$ cat config.mk
export PLATFORM = sky130hd
export DESIGN_NAME = sdram_cmd_issuer
export DESIGN_NICKNAME = d
export VERILOG_FILES = /design/src/rtl/sdram_cmd_issuer.sv
export SDC_FILE = /design/constraint.sdc
export NUM_CORES = 1
export LEC_CHECK = 0
export ABC_CLOCK_PERIOD_IN_PS = 2100
export BUFFER_PORTS_ARGS = -buffer_cell sky130_fd_sc_hd__buf_2
export CORE_ASPECT_RATIO = 1.75
export CORE_MARGIN = 1.5
export CORE_UTILIZATION = 25
export DETAILED_ROUTE_END_ITERATION = 16
export REMOVE_ABC_BUFFERS = 1
export SYNTH_ARGS = -nofsm -noshare
export SYNTH_HDL_FRONTEND = slang
export SYNTH_SLANG_ARGS = --single-unit
$ cat constraint.sdc
create_clock -name clk -period 2.1 [get_ports clk]
set_clock_uncertainty 0.1 [all_clocks]
set_input_delay 0.315 -clock clk [delete_from_list [all_inputs] [get_ports clk]]
set_output_delay 0.315 -clock clk [all_outputs]
set_load 0.01 [all_outputs]
$ cat src/rtl/sdram_cmd_issuer.sv
module sdram_cmd_issuer #(
  parameter int AW = 16
) (
  input  logic          clk,
  input  logic          rst_n,
  input  logic          en,
  input  logic [1:0]    cfg_trcd,
  input  logic          cfg_cl3,
  input  logic          sw_valid,
  input  logic [2:0]    sw_cmd,
  input  logic [AW-1:0] sw_data,
  input  logic          req_valid,
  input  logic          req_write,
  input  logic          req_ap,
  input  logic [AW-1:0] req_row,
  input  logic [9:0]    req_col,
  output logic          req_ack,
  output logic          busy,
  output logic          sd_cke,
  output logic          sd_cs_n,
  output logic          sd_ras_n,
  output logic          sd_cas_n,
  output logic          sd_we_n,
  output logic          sd_dqm,
  output logic [AW-1:0] sd_addr
);
  typedef enum logic [2:0] {ST_IDLE, ST_RCD, ST_CL, ST_PRE, ST_SREF} st_t;

  localparam logic [2:0] C_MRS = 3'd1, C_PALL = 3'd2, C_REF = 3'd3,
                         C_SRE = 3'd4, C_SRX = 3'd5, C_BST = 3'd6;
  localparam logic [3:0] P_NOP = 4'b0111, P_DES = 4'b1111, P_ACT = 4'b0011,
                         P_RD = 4'b0101, P_WR = 4'b0100, P_PRE = 4'b0010,
                         P_MRS = 4'b0000, P_REF = 4'b0001, P_BST = 4'b0110;
  localparam logic [AW-1:0] A10 = AW'(1) << 10;

  st_t           st;
  logic [1:0]    cnt;
  logic          pend_q, wr_q, ap_q;
  logic [2:0]    pend_code;
  logic [AW-1:0] mode_q;
  logic [9:0]    col_q;
  logic [3:0]    pins;

  wire          sw_ok    = en && sw_valid && !pend_q && sw_cmd != 3'd0 && sw_cmd != 3'd7;
  wire          have_cmd = pend_q || sw_ok;
  wire [2:0]    eff_cmd  = pend_q ? pend_code : sw_cmd;
  wire [AW-1:0] eff_data = pend_q ? mode_q : sw_data;
  wire [AW-1:0] rw_addr  = {{(AW-11){1'b0}}, ap_q, col_q};
  wire          in_seq   = st == ST_RCD || st == ST_CL || st == ST_PRE;

  assign {sd_cs_n, sd_ras_n, sd_cas_n, sd_we_n} = pins;
  assign busy = pend_q || in_seq;

  always_ff @(posedge clk or negedge rst_n) begin
    if (!rst_n) begin
      st <= ST_IDLE; cnt <= '0; pend_q <= 1'b0; pend_code <= '0; mode_q <= '0;
      wr_q <= 1'b0; ap_q <= 1'b0; col_q <= '0;
      pins <= P_DES; sd_cke <= 1'b1; sd_dqm <= 1'b1; sd_addr <= '0; req_ack <= 1'b0;
    end else if (!en) begin
      st <= ST_IDLE; pend_q <= 1'b0;
      pins <= P_DES; sd_cke <= 1'b1; sd_dqm <= 1'b1; sd_addr <= '0; req_ack <= 1'b0;
    end else begin
      pins <= P_NOP; sd_dqm <= 1'b1; sd_addr <= '0; req_ack <= 1'b0;
      if (sw_ok && in_seq) begin
        pend_q <= 1'b1; pend_code <= sw_cmd; mode_q <= sw_data;
      end
      case (st)
        ST_IDLE: begin
          if (have_cmd) begin
            pend_q <= 1'b0;
            case (eff_cmd)
              C_MRS:  begin pins <= P_MRS; sd_addr <= eff_data & ~A10; end
              C_PALL: begin pins <= P_PRE; sd_addr <= A10; end
              C_REF:  pins <= P_REF;
              C_SRE:  begin pins <= P_REF; sd_cke <= 1'b0; st <= ST_SREF; end
              C_BST:  pins <= P_BST;
              default: pins <= P_NOP;
            endcase
          end else if (req_valid) begin
            pins <= P_ACT; sd_addr <= req_row;
            cnt <= (cfg_trcd == 2'd0) ? 2'd1 : cfg_trcd;
            wr_q <= req_write; ap_q <= req_ap; col_q <= req_col;
            st <= ST_RCD;
          end
        end
        ST_RCD: begin
          if (cnt == 2'd1) begin
            pins <= wr_q ? P_WR : P_RD; sd_dqm <= 1'b0; sd_addr <= rw_addr;
            if (wr_q) begin
              req_ack <= 1'b1;
              st <= ap_q ? ST_IDLE : ST_PRE;
            end else begin
              cnt <= cfg_cl3 ? 2'd3 : 2'd2;
              st <= ST_CL;
            end
          end else begin
            cnt <= cnt - 2'd1;
          end
        end
        ST_CL: begin
          if (cnt == 2'd1) begin
            req_ack <= 1'b1;
            st <= ap_q ? ST_IDLE : ST_PRE;
          end else begin
            cnt <= cnt - 2'd1;
          end
        end
        ST_PRE: begin
          pins <= P_PRE;
          st <= ST_IDLE;
        end
        default: begin
          pins <= P_DES;
          if (have_cmd) begin
            pend_q <= 1'b0;
            if (eff_cmd == C_SRX) begin
              sd_cke <= 1'b1;
              st <= ST_IDLE;
            end
          end
        end
      endcase
    end
  end
endmodule

==> run_results.csv <==
group,metric,value,unit
logic_synthesis,synth_cells,269,
floorplan,core_region_area,11940,µm²
clock_tree,cts_max_path_buffers,2,
placed_design,gp_congestion,0.8342,
floorplan,pin_count,79,
clock_tree,clkLatencyLatePin,0.33,ns
placed_design,place_hpwl,6427,µm
pwr,leakage,0.001859,µW
logic_synthesis,postSynth.asyncResetShare,100.0,%
global_routing,overflow,0,
logic_synthesis,ys.flop_type,"dfrtp_1",
layout,area_delta_synth_final,32.66,%
route,antenna_left,0,
global_routing,grt_first_pass_wirelength,13410,µm
run,maxCapViolCount,0,
logic_synthesis,ys_ff_latch,59,
sta,slew_viol_final,0,
placed_design,port_buffers,77,
sta,max_freq,497.2,MHz
clock_tree,cts.htree.levels,3,
route,drt_iter0_markers,105,
sta,hold_viol,0,
logic_synthesis,ys_top_cells_by_count,"dfrtp_1 (53), mux2_2 (36), a21oi_1 (16), nand2_1 (16), inv_1 (15)",
logic_synthesis,synth_area_leaders,"dfrtp_1 (44%), mux2_2 (13%), dfstp_2 (5.2%)",
critical_path,critPathCaptureType,"flip-flop",
sta,tns,0,ns
clock_tree,cts_sinks,59,
logic_synthesis,synth.avg_cell_area,11.28,µm²
sta,finalCriticalPeriod,2.011,ns
logic_synthesis,synth_warnings,0,
sta,rsz0062_at_grt,"no",
sta,slew_headroom,64.33,%
min_path,hp-class,"input port to flip-flop",
critical_path,reg2reg_slack,0.09,ns
clock_tree,cts_inserted_buffers,9,
sta,final.period_utilization,95.78,%
layout,fin_nets,422,
sta,worst_pin_slew,0.5351,ns
route,drt-pass1-iter-count,5,
status,status,"completed",
global_routing,antenna_found_initial,1,
floorplan,die_w,86.28,µm
global_routing,grt_max_degree,24,
critical_path,cp.required,2.21,ns
sta,finalSetupViolations,0,
pwr,ir_drop,0.4301,mV
critical_path,critPathLaunchType,"flip-flop",
route,wl_per_cell,16.89,µm
logic_synthesis,synth_cell_types,54,
floorplan,rows,53,
layout,drive_gt1_share,48.65,%
clock_tree,root_buffer,"clkbuf_16",
global_routing,grt_pass1_vias,2782,
logic_synthesis,yosysMostFrequentCell,"dfrtp_1",
floorplan,start_util,25.42,%
pwr,p_total,4323,µW
pwr,p_per_area,1074,nW/µm²
route,finalWirelength,8578,µm
critical_path,crit_type,"flip-flop to flip-flop",
clock_tree,clkSlewWorstSetupHoldPaths,0.05,ns
route,vias,2595,
critical_path,worstPathMaxFanout,12,
global_routing,grt.total_usage,13.87,%
logic_synthesis,synth_top_area_share,43.71,%
logic_synthesis,yosys.area.top_type,"dfrtp_1",
critical_path,critPathArrivalTime,2.13,ns
logic_synthesis,synth_edf_count,0,
floorplan,fp.dieH,148.7,µm
route,avgViaCountPerCell,5.108,
floorplan,dieArea,12830,µm²
logic_synthesis,syn_area,3034,µm²
clock_tree,cts_tree,"done",
route,drc_errors,0,
logic_synthesis,ys_seq_area_share,48.91,%
==> logic make-up (layout without fill, tap and decap cells) <==
| logic type | Yosys count | count (layout) | synth area share [%] |
|---|---|---|---|
| other cells | 0 | 1 | 0 |
| simple gates | 67 | 67 | 12.87 |
| flops | 59 | 59 | 48.91 |
| buf+inv | 33 | 134 | 5.649 |
| xor+xnor | 2 | 2 | 0.5774 |
| mux | 49 | 49 | 18.47 |
| compound gates | 57 | 57 | 12.70 |
| fa+ha+maj | 2 | 2 | 0.8246 |
==> power breakdown <==
group	internal [µW]	switching, µW	leakage, µW	total [µW]
sequential	1500	216	0.000730	1720
clock	914	527	0.000149	1440
combinational	604	562	0.000980	1170
total	3020	1300	0.00186	4320
==> final timing paths <==
check,depth (start not counted),endpoint,start
min in group asynchronous,2,col_q[7],rst_n
hold / removal,2,col_q[7],req_col[7]
max in group asynchronous,3,pins[3],rst_n
setup reg to reg,5,col_q[6],pend_q
setup / recovery,5,col_q[6],pend_q
hold reg to reg,2,sd_cke,sd_cke
==> metrics by stage <==
stage                     hold slack, ns  setup WS (ns)  instance area [µm²]  cells  util [%]
after global placement            0.1453        0.03061                 3702    489     31.02
after CTS                         0.1020       0.007291                 4005    506     33.55
after global routing              0.1107        0.01431                 4025    508     33.72
final                             0.1140        0.08854                 4025    508     33.72
after floorplan                 -0.08059        -0.6725                 2919    251         -
after detailed placement          0.1476        0.01124                 3702    489     31.02
==> per-layer routing <==
layer,up-vias,global-route usage [%],part of all wire [%]
li1,1190,-,-
met1,1293,13.88,35
met2,83,24.72,55
met3,29,3.652,5.0
met4,0,9.194,5.0
met5,-,0,0
==> critical path: stages, from the launching register on <==
cell	delay, ns
dfrtp_2	0.46
nor4_4	0.32
o31ai_2	0.11
or3_4	0.43
buf_12	0.17
mux2_4	0.29
==> registers in the layout, indices dropped and copies added (netlist names) <==
register	count
sd_addr	16
mode_q	15
col_q	10
pins	4
pend_code	3
st	3
cnt	2
ap_q	1
pend_q	1
req_ack	1
sd_cke	1
sd_dqm	1
wr_q	1
==> layout make-up <==
cell class / instances / area [µm²]
antenna: 1 / 2.502
timing repair buffer: 103 / 611.8
sequential: 59 / 1485
clock inverter: 7 / 67.56
multi-input combinational: 177 / 1405
inverter: 15 / 56.30
fill: 1234 / 7911
clock buffer: 9 / 225.2
tap: 137 / 171.4
==> what timing repair did <==
action,4_1_cts,5_1_grt
hold buffers,1,0
setup buffers,0,1
endpoints found under the setup margin,0,17
hold endpoints to repair,14,0
gates resized for setup,0,3
==> placed cells by master (no fill, tap or decap), types with 2 or more instances in the layout <==
cell type	Yosys	final
nor2b_1	4	4
mux2_2	36	36
o21ai_0	8	8
dfrtp_1	53	52
inv_1	15	15
nand2b_1	2	2
nand4_1	12	12
a32oi_1	2	2
buf_12	1	2
o22ai_1	7	7
xnor2_1	2	2
nor2_1	5	5
mux2_4	5	5
mux2i_1	8	8
a21oi_1	16	16
nand3_1	3	3
dfstp_2	6	6
ha_1	2	2
clkinv_2	0	4
nor3_2	0	2
clkbuf_16	0	9
a22oi_1	10	10
buf_4	2	22
nand2_1	16	16
o31ai_2	1	2
buf_2	4	77
nor3_1	9	7
No activity file was read; power rests on OpenSTA's default activity.
